**src/rtl/wdog_pkg.sv**
```systemverilog
package wdog_pkg;

    // Data path width of the register interface.
    localparam int BYTE_W = 8;

    // Width of the timeout divide select.
    localparam int MODE_W = 2;

    // Writable control bits: cme, cope and mode.
    localparam int CFG_W = MODE_W + 2;

    // Service key values, in the order they must arrive.
    localparam logic [BYTE_W-1:0] KEY_ARM  = 8'h55;
    localparam logic [BYTE_W-1:0] KEY_FIRE = 8'hAA;

    // Packed so that the bit order matches the register read layout.
    typedef struct packed {
        logic              flag;
        logic              cme;
        logic              cope;
        logic [MODE_W-1:0] mode;
    } wdog_ctl_t;

    localparam int CTL_W = $bits(wdog_ctl_t);
    localparam int PAD_W = BYTE_W - CTL_W;

endpackage

```
**src/rtl/wdog_key_seq.sv**
```systemverilog
module wdog_key_seq
    import wdog_pkg::*;
(
    input  logic              clk,
    input  logic              rst_n,
    input  logic              sys_rst,
    input  logic              key_wr,
    input  logic [BYTE_W-1:0] key_data,
    output logic              svc_hit
);

    typedef struct packed {
        logic armed;
    } key_st_t;

    key_st_t st_d, st_q;
    logic    hit;

    always_comb begin
        st_d = st_q;
        hit  = 1'b0;
        if (sys_rst) begin
            st_d.armed = 1'b0;
        end else if (key_wr) begin
            unique case (key_data)
                KEY_ARM: begin
                    st_d.armed = 1'b1;
                end
                KEY_FIRE: begin
                    // Completes only when armed; always leaves the sequence idle.
                    hit        = st_q.armed;
                    st_d.armed = 1'b0;
                end
                default: begin
                    st_d.armed = 1'b0;
                end
            endcase
        end
    end

    always_ff @(posedge clk or negedge rst_n) begin
        if (!rst_n) begin
            st_q <= '0;
        end else begin
            st_q <= st_d;
        end
    end

    // Combinational so the counter clears on the accepting edge itself.
    assign svc_hit = hit;

endmodule

```
**src/rtl/wdog_timebase.sv**
```systemverilog
module wdog_timebase
    import wdog_pkg::*;
#(
    parameter int PRE_W = 15
) (
    input  logic              clk,
    input  logic              rst_n,
    input  logic              sys_rst,
    input  logic              svc_hit,
    input  logic              cope,
    input  logic [MODE_W-1:0] mode,
    output logic              tmo_req
);

    // Largest divide is 4^(2^MODE_W - 1); its counter needs this many bits.
    localparam int DIV_W = 2 * ((1 << MODE_W) - 1);

    typedef struct packed {
        logic [PRE_W-1:0] pre;
        logic [DIV_W-1:0] div;
        logic             req;
    } tb_st_t;

    tb_st_t           st_d, st_q;
    logic [DIV_W-1:0] last_div;
    logic             pre_wrap;

    // Terminal divider value: 4^mode - 1, i.e. the low 2*mode bits set.
    always_comb begin
        for (int i = 0; i < DIV_W; i++) begin
            last_div[i] = (i < 2 * int'(mode));
        end
    end

    assign pre_wrap = &st_q.pre;

    always_comb begin
        st_d     = st_q;
        st_d.req = 1'b0;
        if (sys_rst || svc_hit) begin
            st_d.pre = '0;
            st_d.div = '0;
        end else begin
            st_d.pre = st_q.pre + 1'b1;
            if (pre_wrap) begin
                // >= keeps a shortened period from wrapping the long way round.
                if (st_q.div >= last_div) begin
                    st_d.div = '0;
                    st_d.req = cope;
                end else begin
                    st_d.div = st_q.div + 1'b1;
                end
            end
        end
    end

    always_ff @(posedge clk or negedge rst_n) begin
        if (!rst_n) begin
            st_q <= '0;
        end else begin
            st_q <= st_d;
        end
    end

    assign tmo_req = st_q.req;

endmodule

```
**src/rtl/wdog_ctl_reg.sv**
```systemverilog
module wdog_ctl_reg
    import wdog_pkg::*;
(
    input  logic             clk,
    input  logic             rst_n,
    input  logic             sys_rst,
    input  logic             ctl_wr,
    input  logic             ctl_rd,
    input  logic [CFG_W-1:0] wr_bits,
    input  logic             tmo_seen,
    input  logic             clkmon_fail,
    output wdog_ctl_t        ctl
);

    wdog_ctl_t ctl_d, ctl_q;
    logic      flag_set;

    assign flag_set = tmo_seen | (clkmon_fail & ctl_q.cme);

    always_comb begin
        ctl_d = ctl_q;
        if (sys_rst) begin
            ctl_d.cme  = 1'b0;
            ctl_d.cope = 1'b0;
            ctl_d.mode = '0;
        end else if (ctl_wr) begin
            {ctl_d.cme, ctl_d.cope, ctl_d.mode} = wr_bits;
        end
        // The flag outlives system reset; a set beats a clearing read.
        if (flag_set) begin
            ctl_d.flag = 1'b1;
        end else if (ctl_rd) begin
            ctl_d.flag = 1'b0;
        end
    end

    always_ff @(posedge clk or negedge rst_n) begin
        if (!rst_n) begin
            ctl_q <= '0;
        end else begin
            ctl_q <= ctl_d;
        end
    end

    assign ctl = ctl_q;

endmodule

```
**src/rtl/keyed_wdog.sv**
```systemverilog
module keyed_wdog
    import wdog_pkg::*;
#(
    parameter int              PRE_W    = 15,
    parameter int              ADDR_W   = 8,
    parameter logic [ADDR_W-1:0] SVC_ADDR = 8'h1D,
    parameter logic [ADDR_W-1:0] CTL_ADDR = 8'h1E
) (
    input  logic              clk,
    input  logic              rst_n,
    input  logic              sys_rst,
    input  logic              bus_wr,
    input  logic              bus_rd,
    input  logic [ADDR_W-1:0] bus_addr,
    input  logic [BYTE_W-1:0] bus_wdata,
    output logic [BYTE_W-1:0] bus_rdata,
    input  logic              clkmon_fail,
    output logic              clkmon_en,
    output logic              wdog_rst_req
);

    logic      svc_sel, ctl_sel;
    logic      svc_wr, ctl_wr, ctl_rd;
    logic      svc_hit;
    logic      tmo_req;
    wdog_ctl_t ctl_q;

    assign svc_sel = (bus_addr == SVC_ADDR);
    assign ctl_sel = (bus_addr == CTL_ADDR);
    assign svc_wr  = bus_wr & svc_sel;
    assign ctl_wr  = bus_wr & ctl_sel;
    assign ctl_rd  = bus_rd & ctl_sel;

    wdog_key_seq u_key (
        .clk      (clk),
        .rst_n    (rst_n),
        .sys_rst  (sys_rst),
        .key_wr   (svc_wr),
        .key_data (bus_wdata),
        .svc_hit  (svc_hit)
    );

    wdog_timebase #(
        .PRE_W (PRE_W)
    ) u_tb (
        .clk     (clk),
        .rst_n   (rst_n),
        .sys_rst (sys_rst),
        .svc_hit (svc_hit),
        .cope    (ctl_q.cope),
        .mode    (ctl_q.mode),
        .tmo_req (tmo_req)
    );

    wdog_ctl_reg u_ctl (
        .clk         (clk),
        .rst_n       (rst_n),
        .sys_rst     (sys_rst),
        .ctl_wr      (ctl_wr),
        .ctl_rd      (ctl_rd),
        .wr_bits     (bus_wdata[CFG_W-1:0]),
        .tmo_seen    (tmo_req),
        .clkmon_fail (clkmon_fail),
        .ctl         (ctl_q)
    );

    always_comb begin
        bus_rdata = '0;
        if (ctl_sel) begin
            bus_rdata = {{PAD_W{1'b0}}, ctl_q};
        end
    end

    assign clkmon_en    = ctl_q.cme;
    assign wdog_rst_req = tmo_req;

endmodule

```
**config.mk**
```make
export PLATFORM = sky130hd
export DESIGN_NAME = keyed_wdog
export DESIGN_NICKNAME = d
export VERILOG_FILES = /design/src/rtl/wdog_pkg.sv /design/src/rtl/wdog_key_seq.sv /design/src/rtl/wdog_timebase.sv /design/src/rtl/wdog_ctl_reg.sv /design/src/rtl/keyed_wdog.sv
export SDC_FILE = /design/constraint.sdc
export NUM_CORES = 1
export LEC_CHECK = 0
export ABC_CLOCK_PERIOD_IN_PS = 2390
export BUFFER_PORTS_ARGS = -buffer_cell sky130_fd_sc_hd__buf_4
export CELL_PAD_IN_SITES_DETAIL_PLACEMENT = 1
export CELL_PAD_IN_SITES_GLOBAL_PLACEMENT = 1
export CORE_ASPECT_RATIO = 0.7
export CORE_MARGIN = 2
export CORE_UTILIZATION = 25
export CTS_BUF_LIST = sky130_fd_sc_hd__clkbuf_4
export CTS_CLUSTER_DIAMETER = 30
export CTS_CLUSTER_SIZE = 25
export DETAILED_ROUTE_END_ITERATION = 12
export GPL_TIMING_DRIVEN = 0
export HOLD_SLACK_MARGIN = 0.03
export PLACE_DENSITY_LB_ADDON = 0.1
export SYNTH_ARGS = -nofsm -noshare
export SYNTH_HDL_FRONTEND = slang
export SYNTH_SLANG_ARGS = --single-unit
```
**constraint.sdc**
```tcl
create_clock -name clk -period 2.39 [get_ports clk]
set_input_delay 0.239 -clock clk [delete_from_list [all_inputs] [get_ports clk]]
set_output_delay 0.239 -clock clk [all_outputs]
set_load 0.02 [all_outputs]
```
==> flow_summary_export.csv <==
group,metric,value,unit
cts,postCtsSetupBuffers,0,
logic_synthesis,ys_top_cells_by_area,"dfrtp_1, ha_1, nand2_1",
power,p_sw,0.000193,W
logic_synthesis,ys_ff_latch,28,
worst_setup_path,crit_end,"u_tb.st_q[4]",
die,die_h,72.8,um
worst_setup_path,critPathLaunch,"u_ctl.ctl[1]",
die,die_w,102,um
finish,drive_above_1_share,0.240,
timing,clock_skew,0.00426,ns
worst_setup_path,crit_type,"register to register",
drt,drtIter0Drc,24,
run_status,status,"completed",
cts,clockRootBuffer,"clkbuf_4",
timing,period_minus_slack,2.09,ns
logic_synthesis,ys.flop_type,"dfrtp_1",
logic_synthesis,synth_warnings,0,
drt,drt_wl_total,4.27,mm
logic_synthesis,synthCells,182,
place,port_buffers,28,
die,core_area,6660,um2
worst_setup_path,timing.reg2reg.setup_slack,0.30,ns
die,dieArea,7450,um2
cts,clk_pin_slew,0.16,ns
drt,wl_per_cell,13.7,um
cts,htree_levels,1,
logic_synthesis,synth_top_area_frac,0.414,
worst_setup_path,r2r-end,"u_tb.st_q[4]",
power,power_leakage,0.880,nW
global_routing,grt_start_max_net_pins,29,
logic_synthesis,synth_area,1690,um2
worst_setup_path,start_kind,"register",
cts,cts_buffer_depth,2,
logic_synthesis,seq_area_frac_synth,0.414,
power,power.density,376,nW/um2
power,combPwrFrac,0.108,
place,dp_hpwl,3.37,mm
finish,n_fill_cell,789,
power,peakVddDrop,0.000222,V
drt,route.detailed.drc,0,
logic_synthesis,synthArstFlopShare,1.00,
cts,numCtsBuffers,3,
global_routing,antenna_found_initial,0,
power,switching_share,0.249,
global_routing,grt_pass1_wl,7.21,mm
worst_setup_path,r2r_start,"u_ctl.ctl[1]",
worst_setup_path,required,2.65,ns
timing,grt_setup_unrepaired,"no",
cts,clkLatencyLatePin,0.33,ns
logic_synthesis,synth_edf_count,0,
drt,drt_first_pass_iters,4,
timing,maxSlewViolCount,0,
finish,area_delta_synth_final,22.0,%
drt,vias,1387,
global_routing,grt_use_total,0.124,
worst_setup_path,path_max_fanout,10,
cts,cts_tree,"built",
finish,diodes,0,
die,ios,32,
job,cap_violations,0,
worst_setup_path,cp-end-kind,"register",
die,num_rows,25,
global_routing,grt-ovfl-total,0,
timing,hold_viol_final,0,
die,start_util,0.254,
power,pwr-share-seq,0.628,
power,pwr-share-clk,0.264,
timing,fmax,478,MHz
drt,via_per_inst,4.46,
power,p_int,0.000582,W
worst_hold_path,holdPathStages,2,
timing,setup_viol_count_final,0,
worst_setup_path,arrival,2.35,ns
timing,tns,0,ns
timing,hold_slack,0.0922,ns
place,gp_congestion,0.751,
cts,cts_sinks,28,
finish,nNetsFinal,248,
worst_hold_path,hold_class,"input port to register",
drt,final_antenna_net_count,0,
logic_synthesis,synth.avg_cell_area,9.29,um2
logic_synthesis,yosysTopAreaCell,"dfrtp_1",
global_routing,first_global_vias,1497,
timing,period_share,0.876,
logic_synthesis,ys_types,36,
worst_setup_path,r2r_cells,7,
timing repair:
item                       4_1_cts  5_1_grt
hold buffers                     1        0
resized for setup                0        0
hold endpoints to repair        28        0
setup endpoints to repair        0        0
stage by stage:
stage	cell area [um2]	power, W	setup slack, ns	util	instances
global placement	2030	0.000577	0.366	0.304	306
global route	2060	0.000824	0.0985	0.310	311
finish	2060	0.000775	0.296	0.310	311
floorplan	1700	0.000526	0.611	-	184
detailed placement	2030	0.000580	0.292	0.304	306
CTS	2060	0.000798	0.232	0.310	311
placed cells by master, fill, tap and decap left out, types with 3 or more instances in the layout:
cell       n
a21oi_1   10
a31oi_1    3
and2_1     4
and3_1     3
buf_4     31
buf_6      4
clkbuf_4   3
conb_1     3
dfrtp_1   28
ha_1       8
inv_1      7
nand2_1   25
nand3_1   17
nand4_1    4
nor2_1    19
nor2b_1    3
nor3_1     3
nor3_2     5
xnor2_1    6
xor2_1     7
cell families after synthesis:
family,Yosys count,share of synthesized area
and+or+nand+nor,99,0.334
DFF,28,0.414
AOI/OAI and AO/OA,18,0.0644
buffers and inverters,15,0.0584
xor gates and xnor gates,13,0.0673
adders and majority gates,8,0.0592
other,1,0.00222
critical path, stage by stage (launching register included):
cell and delay, ns:
dfrtp_1 0.44, or2_2 0.32, ha_1 0.28, nor2b_1 0.10
o21ai_0 0.11, a21oi_2 0.44, nand2_1 0.13, a31oi_1 0.21
cell type report:
cell class	instances	area, um2	share of cell area
buffer	8	72.6	0.0352
clock buffer	3	22.5	0.0109
clock inverter	1	3.75	0.00182
inverter	7	26.3	0.0127
multi-input combinational	141	900	0.436
sequential	28	701	0.340
tap	94	118	0.0570
timing repair buffer	29	220	0.107
Yosys cell counts, drive strengths merged, types with 4 or more instances:
cell and instances:
inv 7, nand2 25, nor3 8, xor2 7
buf 8, dfrtp 28, and2 4, nand3 18
a21oi 11, nand4 5, ha 8, nor2 19
xnor2 6
worst min path at each step:
stage,startpoint,endpoint,slack (ns)
global route,sys_rst,u_ctl.ctl[2],0.05
global placement,rst_n,u_tb.st_q[18],0.19
finish,sys_rst,u_ctl.ctl[3],0.09
detailed placement,rst_n,u_tb.st_q[3],0.20
CTS,sys_rst,u_ctl.ctl[3],0.06
floorplan,rst_n,u_ctl.ctl[0],-0.06
registers in the layout, indices dropped and copies added (netlist names):
register	count
u_key.st_q	1
u_ctl.ctl	5
u_tb.st_q	21
u_tb.tmo_req	1
per-layer routing:
layer | vias to the layer above | GRT usage | part of all wire
met4 | 0 | 0.0207 | 0.0035
met1 | 670 | 0.177 | 0.51
met5 | - | 0 | 0
met3 | 2 | 0.0307 | 0.035
li1 | 691 | - | -
met2 | 24 | 0.193 | 0.45
power by group through the flow:
stage	Combinational, W	Sequential, W	Clock (W)
2_1_floorplan	0.0000323	0.000493	0
3_3_place_gp	0.0000815	0.000495	0
3_5_place_dp	0.0000845	0.000495	0
4_1_cts	0.0000859	0.000487	0.000226
5_1_grt	0.0000929	0.000488	0.000243
6_report	0.0000835	0.000487	0.000205
Note: power is estimated with default switching activity, not from simulation.
